`config.mk`:
```
export PLATFORM = sky130hd
export DESIGN_NAME = rxo_async_rx
export DESIGN_NICKNAME = d
export VERILOG_FILES = /design/src/rtl/rxo_pkg.sv /design/src/rtl/rxo_bit_timer.sv /design/src/rtl/rxo_frame_fsm.sv /design/src/rtl/rxo_status_regs.sv /design/src/rtl/rxo_async_rx.sv
export SDC_FILE = /design/constraint.sdc
export NUM_CORES = 1
export LEC_CHECK = 0
export BUFFER_PORTS_ARGS = -buffer_cell sky130_fd_sc_hd__buf_2
export CAP_MARGIN = 20
export CELL_PAD_IN_SITES_DETAIL_PLACEMENT = 1
export CELL_PAD_IN_SITES_GLOBAL_PLACEMENT = 2
export CORE_ASPECT_RATIO = 2
export CORE_MARGIN = 8
export CORE_UTILIZATION = 37
export CTS_BUF_LIST = sky130_fd_sc_hd__clkbuf_4 sky130_fd_sc_hd__clkbuf_8 sky130_fd_sc_hd__clkbuf_16
export DETAILED_ROUTE_END_ITERATION = 6
export PLACE_DENSITY = 0.78
export SYNTH_ARGS = -nofsm -noshare
export SYNTH_HDL_FRONTEND = slang
export SYNTH_SLANG_ARGS = --single-unit
```
`constraint.sdc`:
```
create_clock -name clk -period 2.15 [get_ports clk]
set_input_delay 0.215 -clock clk [delete_from_list [all_inputs] [get_ports clk]]
set_output_delay 0.215 -clock clk [all_outputs]
set_load 0.02 [all_outputs]
```
`src/rtl/rxo_pkg.sv`:
```
package rxo_pkg;

   typedef enum logic [1:0] {
      FCT_OFF = 2'b00,
      FCT_X1  = 2'b01,
      FCT_X16 = 2'b10,
      FCT_X64 = 2'b11
   } factor_e;

   typedef enum logic [2:0] {
      ST_IDLE,
      ST_START,
      ST_DATA,
      ST_PAR,
      ST_STOP1,
      ST_STOP2
   } rx_state_e;

   typedef struct packed {
      factor_e    factor;
      logic [1:0] wlen;
      logic       par_en;
      logic       par_even;
      logic       stop2;
   } rx_cfg_t;

endpackage

```
`src/rtl/rxo_bit_timer.sv`:
```
// Down-counter of receive edges; fires a sample strobe when it reaches one.
module rxo_bit_timer #(
   parameter int CNT_W = 7
) (
   input  logic             clk,
   input  logic             rst_n,
   input  logic             tick,
   input  logic             run,
   input  logic             load,
   input  logic [CNT_W-1:0] load_val,
   input  logic [CNT_W-1:0] period,
   output logic             sample
);

   localparam logic [CNT_W-1:0] ONE = CNT_W'(1);

   logic [CNT_W-1:0] cnt;

   always_ff @(posedge clk or negedge rst_n) begin
      if (!rst_n) begin
         cnt <= '0;
      end else if (load) begin
         cnt <= load_val;
      end else if (run && tick) begin
         if (cnt == ONE) begin
            cnt <= period;
         end else begin
            cnt <= cnt - ONE;
         end
      end
   end

   assign sample = run && tick && (cnt == ONE);

endmodule

```
`src/rtl/rxo_frame_fsm.sv`:
```
// Frame sequencer: start check, data capture, parity and stop sampling.
module rxo_frame_fsm
   import rxo_pkg::*;
#(
   parameter int MIN_DATA_W = 5,
   parameter int DATA_MAX   = 8,
   parameter int DIV_MID    = 16,
   parameter int DIV_HIGH   = 64,
   parameter int CNT_W      = 7
) (
   input  logic                clk,
   input  logic                rst_n,
   input  logic                tick,
   input  logic                rxd,
   input  rx_cfg_t             cfg,
   input  logic                sample,
   output logic                load,
   output logic [CNT_W-1:0]    load_val,
   output logic [CNT_W-1:0]    period,
   output logic                busy,
   output logic                done,
   output logic [DATA_MAX-1:0] data,
   output logic                perr,
   output logic                ferr,
   output logic                zero_frame
);

   localparam int               IDX_W  = $clog2(DATA_MAX);
   localparam logic [CNT_W-1:0] ONE    = CNT_W'(1);
   localparam logic [CNT_W-1:0] MID_P  = CNT_W'(DIV_MID);
   localparam logic [CNT_W-1:0] HIGH_P = CNT_W'(DIV_HIGH);
   localparam logic [CNT_W-1:0] MID_H  = CNT_W'(DIV_MID / 2);
   localparam logic [CNT_W-1:0] HIGH_H = CNT_W'(DIV_HIGH / 2);
   localparam logic [IDX_W-1:0] IDX_BASE = IDX_W'(MIN_DATA_W - 1);

   rx_state_e        state;
   rx_cfg_t          lat;
   logic [IDX_W-1:0] bit_idx;
   logic [IDX_W-1:0] last_idx;
   logic             par_acc;
   logic             par_bit;
   logic             stop_bad;
   logic             any_one;
   logic             start_det;

   assign start_det = (state == ST_IDLE) && tick && !rxd && (cfg.factor != FCT_OFF);
   assign load      = start_det;
   assign busy      = (state != ST_IDLE);
   assign last_idx  = IDX_BASE + IDX_W'(lat.wlen);

   // half a bit to the start centre, then a full bit per sample
   always_comb begin
      case (cfg.factor)
         FCT_X16: load_val = MID_H;
         FCT_X64: load_val = HIGH_H;
         default: load_val = ONE;
      endcase
      case (lat.factor)
         FCT_X16: period = MID_P;
         FCT_X64: period = HIGH_P;
         default: period = ONE;
      endcase
   end

   always_ff @(posedge clk or negedge rst_n) begin
      if (!rst_n) begin
         state    <= ST_IDLE;
         lat      <= '0;
         bit_idx  <= '0;
         par_acc  <= 1'b0;
         par_bit  <= 1'b0;
         stop_bad <= 1'b0;
         any_one  <= 1'b0;
      end else begin
         case (state)
            ST_IDLE: begin
               if (start_det) begin
                  lat      <= cfg;
                  bit_idx  <= '0;
                  par_acc  <= 1'b0;
                  par_bit  <= 1'b0;
                  stop_bad <= 1'b0;
                  any_one  <= 1'b0;
                  state    <= (cfg.factor == FCT_X1) ? ST_DATA : ST_START;
               end
            end
            ST_START: begin
               if (sample) begin
                  state <= rxd ? ST_IDLE : ST_DATA;
               end
            end
            ST_DATA: begin
               if (sample) begin
                  par_acc <= par_acc ^ rxd;
                  any_one <= any_one | rxd;
                  if (bit_idx == last_idx) begin
                     state <= lat.par_en ? ST_PAR : ST_STOP1;
                  end else begin
                     bit_idx <= bit_idx + IDX_W'(1);
                  end
               end
            end
            ST_PAR: begin
               if (sample) begin
                  par_bit <= rxd;
                  any_one <= any_one | rxd;
                  state   <= ST_STOP1;
               end
            end
            ST_STOP1: begin
               if (sample) begin
                  stop_bad <= !rxd;
                  any_one  <= any_one | rxd;
                  state    <= lat.stop2 ? ST_STOP2 : ST_IDLE;
               end
            end
            ST_STOP2: begin
               if (sample) begin
                  state <= ST_IDLE;
               end
            end
            default: state <= ST_IDLE;
         endcase
      end
   end

   // one capture flop per data position
   for (genvar i = 0; i < DATA_MAX; i++) begin : g_cap
      logic bit_q;
      always_ff @(posedge clk or negedge rst_n) begin
         if (!rst_n) begin
            bit_q <= 1'b0;
         end else if (start_det) begin
            bit_q <= 1'b0;
         end else if ((state == ST_DATA) && sample && (bit_idx == IDX_W'(i))) begin
            bit_q <= rxd;
         end
      end
      assign data[i] = bit_q;
   end

   assign done       = sample && (((state == ST_STOP1) && !lat.stop2) || (state == ST_STOP2));
   assign ferr       = !rxd || ((state == ST_STOP2) && stop_bad);
   assign zero_frame = !any_one && !rxd;
   assign perr       = lat.par_en && (par_acc ^ par_bit ^ !lat.par_even);

endmodule

```
`src/rtl/rxo_status_regs.sv`:
```
// Host-visible character register, flags and break tracking.
module rxo_status_regs #(
   parameter int DATA_MAX = 8
) (
   input  logic                clk,
   input  logic                rst_n,
   input  logic                tick,
   input  logic                rxd,
   input  logic                done,
   input  logic [DATA_MAX-1:0] data,
   input  logic                perr,
   input  logic                ferr,
   input  logic                zero_frame,
   input  logic                rd_ack,
   output logic [DATA_MAX-1:0] rx_data,
   output logic                rx_ready,
   output logic                parity_err,
   output logic                framing_err,
   output logic                overrun_err,
   output logic                break_det
);

   logic [1:0] zero_run;

   always_ff @(posedge clk or negedge rst_n) begin
      if (!rst_n) begin
         rx_ready <= 1'b0;
      end else if (done) begin
         rx_ready <= 1'b1;
      end else if (rd_ack) begin
         rx_ready <= 1'b0;
      end
   end

   always_ff @(posedge clk or negedge rst_n) begin
      if (!rst_n) begin
         rx_data     <= '0;
         parity_err  <= 1'b0;
         framing_err <= 1'b0;
         overrun_err <= 1'b0;
      end else if (done) begin
         rx_data     <= data;
         parity_err  <= perr;
         framing_err <= ferr;
         overrun_err <= rx_ready && !rd_ack;
      end
   end

   always_ff @(posedge clk or negedge rst_n) begin
      if (!rst_n) begin
         zero_run <= 2'd0;
      end else if (tick && rxd) begin
         zero_run <= 2'd0;
      end else if (done) begin
         if (!zero_frame) begin
            zero_run <= 2'd0;
         end else if (!zero_run[1]) begin
            zero_run <= zero_run + 2'd1;
         end
      end
   end

   assign break_det = zero_run[1];

endmodule

```
`src/rtl/rxo_async_rx.sv`:
```
module rxo_async_rx
   import rxo_pkg::*;
#(
   parameter int MIN_DATA_W = 5,
   parameter int DIV_MID    = 16,
   parameter int DIV_HIGH   = 64
) (
   input  logic                  clk,
   input  logic                  rst_n,
   input  logic                  rxc_en,
   input  logic                  rxd,
   input  logic [1:0]            cfg_factor,
   input  logic [1:0]            cfg_wlen,
   input  logic                  cfg_par_en,
   input  logic                  cfg_par_even,
   input  logic                  cfg_stop2,
   input  logic                  rd_ack,
   output logic [MIN_DATA_W+2:0] rx_data,
   output logic                  rx_ready,
   output logic                  parity_err,
   output logic                  framing_err,
   output logic                  overrun_err,
   output logic                  break_det
);

   localparam int DATA_MAX = MIN_DATA_W + 3;
   localparam int CNT_W    = $clog2(DIV_HIGH + 1);

   initial begin
      assert (MIN_DATA_W >= 1) else $error("MIN_DATA_W must be positive");
      assert ((DIV_MID >= 2) && (DIV_MID % 2 == 0)) else $error("DIV_MID must be even and >= 2");
      assert ((DIV_HIGH > DIV_MID) && (DIV_HIGH % 2 == 0)) else $error("DIV_HIGH must be even and above DIV_MID");
   end

   rx_cfg_t             cfg;
   logic                ld;
   logic [CNT_W-1:0]    ld_val;
   logic [CNT_W-1:0]    per;
   logic                busy;
   logic                smp;
   logic                frame_done;
   logic [DATA_MAX-1:0] frame_data;
   logic                frame_perr;
   logic                frame_ferr;
   logic                frame_zero;

   assign cfg = '{factor:   factor_e'(cfg_factor),
                  wlen:     cfg_wlen,
                  par_en:   cfg_par_en,
                  par_even: cfg_par_even,
                  stop2:    cfg_stop2};

   rxo_bit_timer #(
      .CNT_W (CNT_W)
   ) u_timer (
      .clk      (clk),
      .rst_n    (rst_n),
      .tick     (rxc_en),
      .run      (busy),
      .load     (ld),
      .load_val (ld_val),
      .period   (per),
      .sample   (smp)
   );

   rxo_frame_fsm #(
      .MIN_DATA_W (MIN_DATA_W),
      .DATA_MAX   (DATA_MAX),
      .DIV_MID    (DIV_MID),
      .DIV_HIGH   (DIV_HIGH),
      .CNT_W      (CNT_W)
   ) u_frame (
      .clk        (clk),
      .rst_n      (rst_n),
      .tick       (rxc_en),
      .rxd        (rxd),
      .cfg        (cfg),
      .sample     (smp),
      .load       (ld),
      .load_val   (ld_val),
      .period     (per),
      .busy       (busy),
      .done       (frame_done),
      .data       (frame_data),
      .perr       (frame_perr),
      .ferr       (frame_ferr),
      .zero_frame (frame_zero)
   );

   rxo_status_regs #(
      .DATA_MAX (DATA_MAX)
   ) u_status (
      .clk         (clk),
      .rst_n       (rst_n),
      .tick        (rxc_en),
      .rxd         (rxd),
      .done        (frame_done),
      .data        (frame_data),
      .perr        (frame_perr),
      .ferr        (frame_ferr),
      .zero_frame  (frame_zero),
      .rd_ack      (rd_ack),
      .rx_data     (rx_data),
      .rx_ready    (rx_ready),
      .parity_err  (parity_err),
      .framing_err (framing_err),
      .overrun_err (overrun_err),
      .break_det   (break_det)
   );

endmodule

```
== Word level (Yosys, flattened, before mapping) ==
Index checks and enable logic that the tools add are counted.
Word-level totals
  bits in latches: 0
  ROM bits: 0
  output and inout bits: 13
  memory bits (writable): 0
  logic and storage cells: 172
  register bits after elaboration: 46
  input bits: 12
  memories: 0
Cells by class
  add/sub/neg operators: 4
  eq/ne operators: 29
  reductions and logical operators: 56
  shift-type cells: 0
  multiplexer cells: 52
  bitwise operators: 4
  magnitude comparators: 0
  multiply operators: 0
  divide/modulo/power cells: 0
Operator list (count)
  two-way mux 3 bit: 12
  nonzero test 2 bit: 16
  two-way mux 1 bit: 23
  logical AND 1 bit: 21
  two-way mux 7 bit: 3
  == test 3 bit (second input constant): 6
  case mux 3 bit (6 select lines): 1
  inequality test 2 x 1 -> 1 bit (second input constant): 7
  case mux 7 bit (2 select lines): 1
  == test 3 x 2 -> 1 bit (second input constant): 4
  two-way mux 2 bit: 6
  case mux 6 bit (2 select lines): 1
  AND reduction 3 bit: 4
  == test 2 bit (second input constant): 4
  case mux 1 bit (2 select lines): 4
  == test 7 x 1 -> 1 bit (second input constant): 1
  AND reduction 7 bit: 1
  subtractor 7 x 1 -> 7 bit (second input constant): 1
  == test 3 x 1 -> 1 bit (second input constant): 2
  zero test 3 bit: 2
  case mux 3 bit (2 select lines): 1
  zero test 1 bit: 5
  inequality test 2 bit (second input constant): 2
  AND reduction 2 bit: 2
  other kinds (12): 15

== Depth between registers and ports, before layout ==
Gate-level depths: netlist (run 1).
  word-level depth: 7
  mapped depth: 7
  depth with buffers taken out: 6

== Hierarchy ==
A second synthesis (run 1) with hierarchy kept.
Unflattened totals
  cells, all modules: 274
  area, all modules: 2691.3 µm²
Modules (own cells, without submodules)
  rxo_frame_fsm: area each 1560.2 µm², instances 1, cells each 176
  rxo_status_regs: area each 598.1 µm², instances 1, cells each 38
  rxo_bit_timer: area each 533.0 µm², instances 1, cells each 60

== Worst setup path after synthesis (run 1) ==
No wires, ideal clock.
  path type: reg2reg
  from: reg u_timer.cnt[1]
  to: reg u_frame.stop_bad
  data arrival time: 1.844 ns
  library setup time: 0.121 ns
  cell stages (with the launch flop): 7
  data required time: 2.029 ns
  clock period less this slack: 1.965 ns
  setup slack: 0.185 ns
  path through: dfrtp_1 > inv_1 > ha_1 > nor3b_1 > or3b_1 > mux2_1 > a22o_1
Between the ends
  word-level cells in the longest chain between the ends: 4
Ends and longest elaborated chain
  from (decl): line rxo_bit_timer.sv:17  | logic [CNT_W-1:0] cnt;
  from (signal assigned): line rxo_bit_timer.sv:23  | cnt <= load_val;
  from (signal assigned): line rxo_bit_timer.sv:26  | cnt <= period;
  from (signal assigned): line rxo_bit_timer.sv:28  | cnt <= cnt - ONE;
  == test 7 x 1 -> 1 bit: line rxo_bit_timer.sv:33  | assign sample = run && tick && (cnt == ONE);
  logical AND 1 bit: line rxo_bit_timer.sv:33
  inequality test 2 x 1 -> 1 bit (no line)
  AND reduction 3 bit (no line)
  to (signal assigned): line rxo_frame_fsm.sv:112  | stop_bad <= !rxd;
  to (decl): line rxo_frame_fsm.sv:42  | logic stop_bad;
No other way between the ends.
A chain may end at the register's enable or synchronous reset.

== Worst setup path after layout (run 1) ==
Same ends and word-level chain as after synthesis.

==> results.yml, run 1 <==
critical_path:
  cp_slowest_cell: "dfrtp_1"
  critPathKind: "reg -> reg"
  cp_cell_sequence: "inv_1 -> ha_1 -> nor3b_2 -> or3b_1 -> mux2_1 -> a22o_1"
  worstSetupStartpointType: "flip-flop"
  worst_ep_arrival_time_ns: 2.16
  critPathRequiredTime_ns: 2.33
  endpoint_kind: "flip-flop"
  crit_family: "simple AND/OR/NAND/NOR gates"
  crit_fanout: 5
  path_buf_inv: 1
  max_stage_delay_ns: 0.41
clock_network:
  clockRootBuffer: "clkbuf_16"
  cts.sinks: 46
  cts_tree: "done"
  h-tree-depth: 2
  cts_setup_buffers: 0
  ctsLongestPathBuffers: 2
  numCtsBuffers: 5
  clkTransAtPathRegs_ns: 0.06
  worstSkewPairLatency_ns: 0.29
drt:
  ant_nets: 0
  drt_iter0_markers: 67
  post_drt_wl_per_cell_microns: 16.7
  wirelength_microns: 6600
  via_per_inst: 5.37
  first_pass_iters: 4
  num_vias: 2120
  route.detailed.drc: 0
place:
  numPortBuffers: 24
  gp_congestion: 0.878
  placedCellCount: 386
  dp_hpwl_microns: 5010
cells_and_area:
  drive_gt1_frac: 0.213
  final_common_cell: "nand2_1"
  layout_common_cells: "nand2_1 (49), dfrtp_1 (46), buf_2 (24)"
  final_cell_count_no_fill: 395
  final_core_util: 0.449
  num_antenna_cells: 0
  syn_to_final_growth_pct: 19.4
  nNetsFinal: 324
timing:
  hold_viol_final: 0
  rsz0062_at_grt: "false"
  finalMaxSlewViolations: 0
  worst_slew_pin_slew_ns: 0.665
  fin_crit_ns: 1.98
  finalClockSkew_ns: 0.00428
  fmax_mhz: 504
  tns_ns: 0
  setup_viol: 0
  finalCritPeriodShare: 0.923
  relSlewSlack: 0.552
outcome:
  status: "finished, final reports clean"
logic_synthesis:
  syn_area_sq_um: 2550
  synth_nets: 288
  ys_seq_area_frac: 0.452
  synth_edf_count: 0
  synth_top_area_cell: "dfrtp_1"
  synthArstFlopShare: 1.00
  synth_top_cell_area_share: 0.452
  synthDistinctLibCells: 56
  avgSynthCellArea_sq_um: 9.51
  synthTopCellsByArea: "dfrtp_1 (45%), nand2_1 (7.2%), mux2i_1 (5.1%)"
  ys.flop_type: "dfrtp_1"
  ys_ff_latch: 46
  syn_inst: 268
  yosysWarnings: 0
global_route:
  grt_pass1_wl_microns: 11400
  grt_max_degree: 26
  grt_pass1_vias: 2233
  grt.overflow.total: 0
  antenna_found_initial: 0
  grt_use_total: 0.146
die:
  start_util: 0.376
  core_sq_um: 6780
  dieArea_sq_um: 9960
  dieWidth_microns: 74.7
  rows: 43
  ios: 25
  die_y_microns: 133
flow_run:
  maxCapViolCount: 0
power:
  power_density_nw_per_um2: 1150
  design_power_total_uw: 3490
  p_leak_uw: 0.00152
  ir_drop_mv: 0.504
worst_hold_path:
  hold_path.class: "in -> reg"
==> metrics by stage <==
step | hold WS, ns | setup slack [ns] | instance area (sq um)
final | 0.116 | 0.166 | 3040
after global routing | 0.125 | 0.0715 | 3040
after CTS | 0.113 | 0.0820 | 3040
after detailed placement | 0.222 | 0.0988 | 2860
after global placement | 0.215 | 0.221 | 2860
after floorplan | -0.0806 | 0.185 | 2550
==> state kept, by name, indices dropped and copies added, names as in the netlist, 2 cells and up <==
| register | count |
|---|---|
| u_timer.cnt | 7 |
| u_frame.bit_idx | 3 |
| u_frame.g_cap.bit_q | 8 |
| u_status.zero_run | 2 |
| u_frame.lat | 7 |
| u_frame.state | 3 |
| u_status.rx_data | 8 |
==> kinds of logic (layout without fill, tap and decap cells) <==
kind of cell | after synthesis | after routing | synth area share
flops | 46 | 46 | 0.452
buf+inv | 28 | 65 | 0.0422
mux | 22 | 22 | 0.0908
xor+xnor | 6 | 6 | 0.0206
simple gates | 97 | 97 | 0.191
fa+ha+maj | 8 | 8 | 0.0393
compound gates | 61 | 61 | 0.164
==> worst register-to-register path, cell delays in order, from the launching register on <==
cell and delay, ns:
dfrtp_1 0.41, inv_1 0.10, ha_1 0.24, nor3b_2 0.22
or3b_1 0.37, mux2_1 0.31, a22o_1 0.22
==> final timing paths <==
| path | depth (start not counted) | slack (ns) | to | startpoint |
|---|---|---|---|---|
| min | 3 | 0.12 | u_frame.lat[3] | cfg_wlen[0] |
| min reg2reg | 2 | 0.47 | u_status.framing_err | u_status.framing_err |
| max reg2reg | 6 | 0.17 | u_frame.stop_bad | u_timer.cnt[1] |
| max in group asynchronous | 3 | 1.43 | u_timer.cnt[1] | rst_n |
| max | 6 | 0.17 | u_frame.stop_bad | u_timer.cnt[1] |
| min in group asynchronous | 3 | 0.45 | u_status.rx_data[7] | rst_n |
==> cell usage after synthesis, types with 2 or more instances <==
cell	n
buf_2	2
a21oi_1	6
nand3_1	7
nand2_1	49
nor3_2	3
nand2b_1	4
dfrtp_1	46
mux2_2	8
mux2i_1	13
nor3b_1	2
xnor2_1	5
o21bai_1	2
a21boi_0	2
o21ai_0	13
a32oi_1	2
nor2b_1	4
a31oi_1	9
or3_1	2
a21o_1	2
o31ai_1	6
nor2_1	9
ha_1	8
clkbuf_1	11
a22oi_1	3
nor3_1	4
inv_1	14
nor4_1	3
==> cell type report <==
class / count / area (sq um)
inverters: 15 / 56.3
clock inverters: 2 / 37.5
repair buffers: 42 / 258
flip-flops and latches: 46 / 1150
well taps: 90 / 113
multi-input cells: 194 / 1300
clock buffers: 6 / 133
fillers: 822 / 3730
==> where the power goes <==
part | internal, uW | total, uW | switching (uW)
sequential | 1070 | 1340 | 269
clock | 561 | 889 | 328
combinational | 557 | 1260 | 704
==> what timing repair did <==
| action | in CTS | in global routing |
|---|---|---|
| resized for setup | 0 | 2 |
| endpoints found under the hold margin | 46 | 0 |
| endpoints found under the setup margin | 0 | 2 |
| hold buffers | 1 | 0 |
==> per-layer routing <==
metal,part of all wire,wire (microns),GRT usage,vias up
met3,0.028,184,0.0301,9
met5,0,0,0,-
met1,0.45,2980,0.183,1063
met2,0.50,3300,0.230,27
met4,0.021,138,0.0681,0
li1,-,-,-,1021
(Power assumes the default switching activity.)
==> inputs of run 2 (changes only) <==
--- a/config.mk
+++ b/config.mk
@@ -14,6 +14,7 @@
 export CORE_UTILIZATION = 37
 export CTS_BUF_LIST = sky130_fd_sc_hd__clkbuf_4 sky130_fd_sc_hd__clkbuf_8 sky130_fd_sc_hd__clkbuf_16
 export DETAILED_ROUTE_END_ITERATION = 6
+export MAX_ROUTING_LAYER = met4
 export PLACE_DENSITY = 0.78
 export SYNTH_ARGS = -nofsm -noshare
 export SYNTH_HDL_FRONTEND = slang
==> run 2 against run 1 <==
Effect of this change: routed wire length about the same; sequential cell count unchanged; sequential share of layout area unchanged; global-route usage up 0.37 points; core utilization unchanged; critical path depth unchanged; clock skew about the same; critical path type unchanged; largest cell class unchanged.
==> results.yml, run 2 (same netlist as run 1, synthesis figures left out) <==
outcome:
  status: "finished, final reports clean"
timing:
  hold_viol_final: 0
  fin_crit_ns: 1.98
  fmax_mhz: 506
  relSlewSlack: 0.552
  worst_slew_pin_slew_ns: 0.665
  finalCritPeriodShare: 0.919
  rsz0062_at_grt: "false"
  finalClockSkew_ns: 0.00435
  setup_viol: 0
  finalMaxSlewViolations: 0
  tns_ns: 0
critical_path:
  endpoint_kind: "flip-flop"
  critPathRequiredTime_ns: 2.33
  max_stage_delay_ns: 0.41
  crit_fanout: 5
  cp_slowest_cell: "dfrtp_1"
  critPathKind: "reg -> reg"
  worstSetupStartpointType: "flip-flop"
  worst_ep_arrival_time_ns: 2.16
  cp_cell_sequence: "inv_1 -> ha_1 -> nor3b_2 -> or3b_1 -> mux2_1 -> a22o_1"
drt:
  post_drt_wl_per_cell_microns: 16.7
  num_vias: 2117
  wirelength_microns: 6600
  first_pass_iters: 4
  via_per_inst: 5.36
  route.detailed.drc: 0
  drt_iter0_markers: 66
  ant_nets: 0
power:
  p_leak_uw: 0.00152
  power_density_nw_per_um2: 1150
  ir_drop_mv: 0.504
clock_network:
  h-tree-depth: 2
  cts.sinks: 46
  clkTransAtPathRegs_ns: 0.06
  worstSkewPairLatency_ns: 0.29
  cts_tree: "done"
  numCtsBuffers: 5
  ctsLongestPathBuffers: 2
  clockRootBuffer: "clkbuf_16"
cells_and_area:
  nNetsFinal: 324
  drive_gt1_frac: 0.213
  num_antenna_cells: 0
  multi_input_comb_area_sq_um: 1300
  final_cell_count_no_fill: 395
  regArea_sq_um: 1150
  largestRegisters: "u_frame.g_cap.bit_q (8), u_status.rx_data (8)"
  n_fill_cell: 822
  layout_common_cells: "nand2_1 (49), dfrtp_1 (46), buf_2 (24)"
  final_common_cell: "nand2_1"
  syn_to_final_growth_pct: 19.4
place:
  numPortBuffers: 24
  dp_hpwl_microns: 5010
  placedCellCount: 386
  gp_congestion: 0.892
global_route:
  grt.overflow.total: 0
  grt_use_total: 0.150
  grt_pass1_vias: 2232
  antenna_found_initial: 0
  grt_max_degree: 26
  grt_pass1_wl_microns: 11400
die:
  ios: 25
  dieWidth_microns: 74.7
  rows: 43
  die_y_microns: 133
  dieArea_sq_um: 9960
  start_util: 0.376
  core_sq_um: 6780
worst_hold_path:
  hold_path.class: "in -> reg"
flow_run:
  maxCapViolCount: 0
[run 2: cell counts in the layout (fill, tap and decap cells not counted)]
No cell type changed its count.
[run 2: cell type report]
type	instances	area share
clock inverters	2	0.0123
multi-input cells	194	0.426
inverters	15	0.0185
repair buffers	42	0.0847
well taps	90	0.0370
flip-flops and latches	46	0.378
clock buffers	6	0.0436
[run 2: critical path: cells and delay by family, from the launching register on]
family	cells	cell delay, ns
AND/OR/NAND/NOR	2	0.59
flip-flops	1	0.41
multiplexers	1	0.31
adder cells (fa/ha/maj)	1	0.23
AO/OA/AOI/OAI	1	0.22
buffers and inverters	1	0.10
[run 2: per-layer routing]
metal | vias up | global-route usage | part of all wire
li1 | 1021 | - | -
met1 | 1060 | 0.183 | 0.45
met2 | 27 | 0.229 | 0.50
met3 | 9 | 0.0301 | 0.028
met4 | 0 | 0.0681 | 0.021
met5 | - | - | 0
[run 2: what timing repair did]
item                       in CTS  in global routing
setup endpoints to repair       0                  2
hold endpoints to repair       46                  0
hold buffers                    1                  0
resized for setup               0                  2
buffers inserted                0                  0
[run 2: power breakdown]
part | switching [uW] | internal [uW]
Clock | 328 | 561
Combinational | 702 | 557
Sequential | 269 | 1070
[run 2: worst paths after layout]
| path | slack (ns) | start | endpoint | cells past startpoint |
|---|---|---|---|---|
| min in group asynchronous | 0.45 | rst_n | u_status.rx_data[7] | 3 |
| worst min register to register | 0.47 | u_status.framing_err | u_status.framing_err | 2 |
| worst max register to register | 0.17 | u_timer.cnt[1] | u_frame.stop_bad | 6 |
| worst min-delay path | 0.12 | cfg_wlen[0] | u_frame.lat[3] | 3 |
| worst max-delay path | 0.17 | u_timer.cnt[1] | u_frame.stop_bad | 6 |
| max in group asynchronous | 1.44 | rst_n | u_timer.cnt[1] | 3 |
[run 2: through the flow]
stage | setup slack, ns | hold WS (ns) | total power (uW) | util | instance area (sq um)
detailed placement | 0.0988 | 0.222 | 2600 | 0.422 | 2860
global placement | 0.221 | 0.215 | 2550 | 0.422 | 2860
global route | 0.0715 | 0.125 | 3760 | 0.449 | 3040
CTS | 0.0820 | 0.113 | 3520 | 0.448 | 3040
finish | 0.173 | 0.116 | 3490 | 0.449 | 3040
floorplan | 0.185 | -0.0806 | 2170 | - | 2550
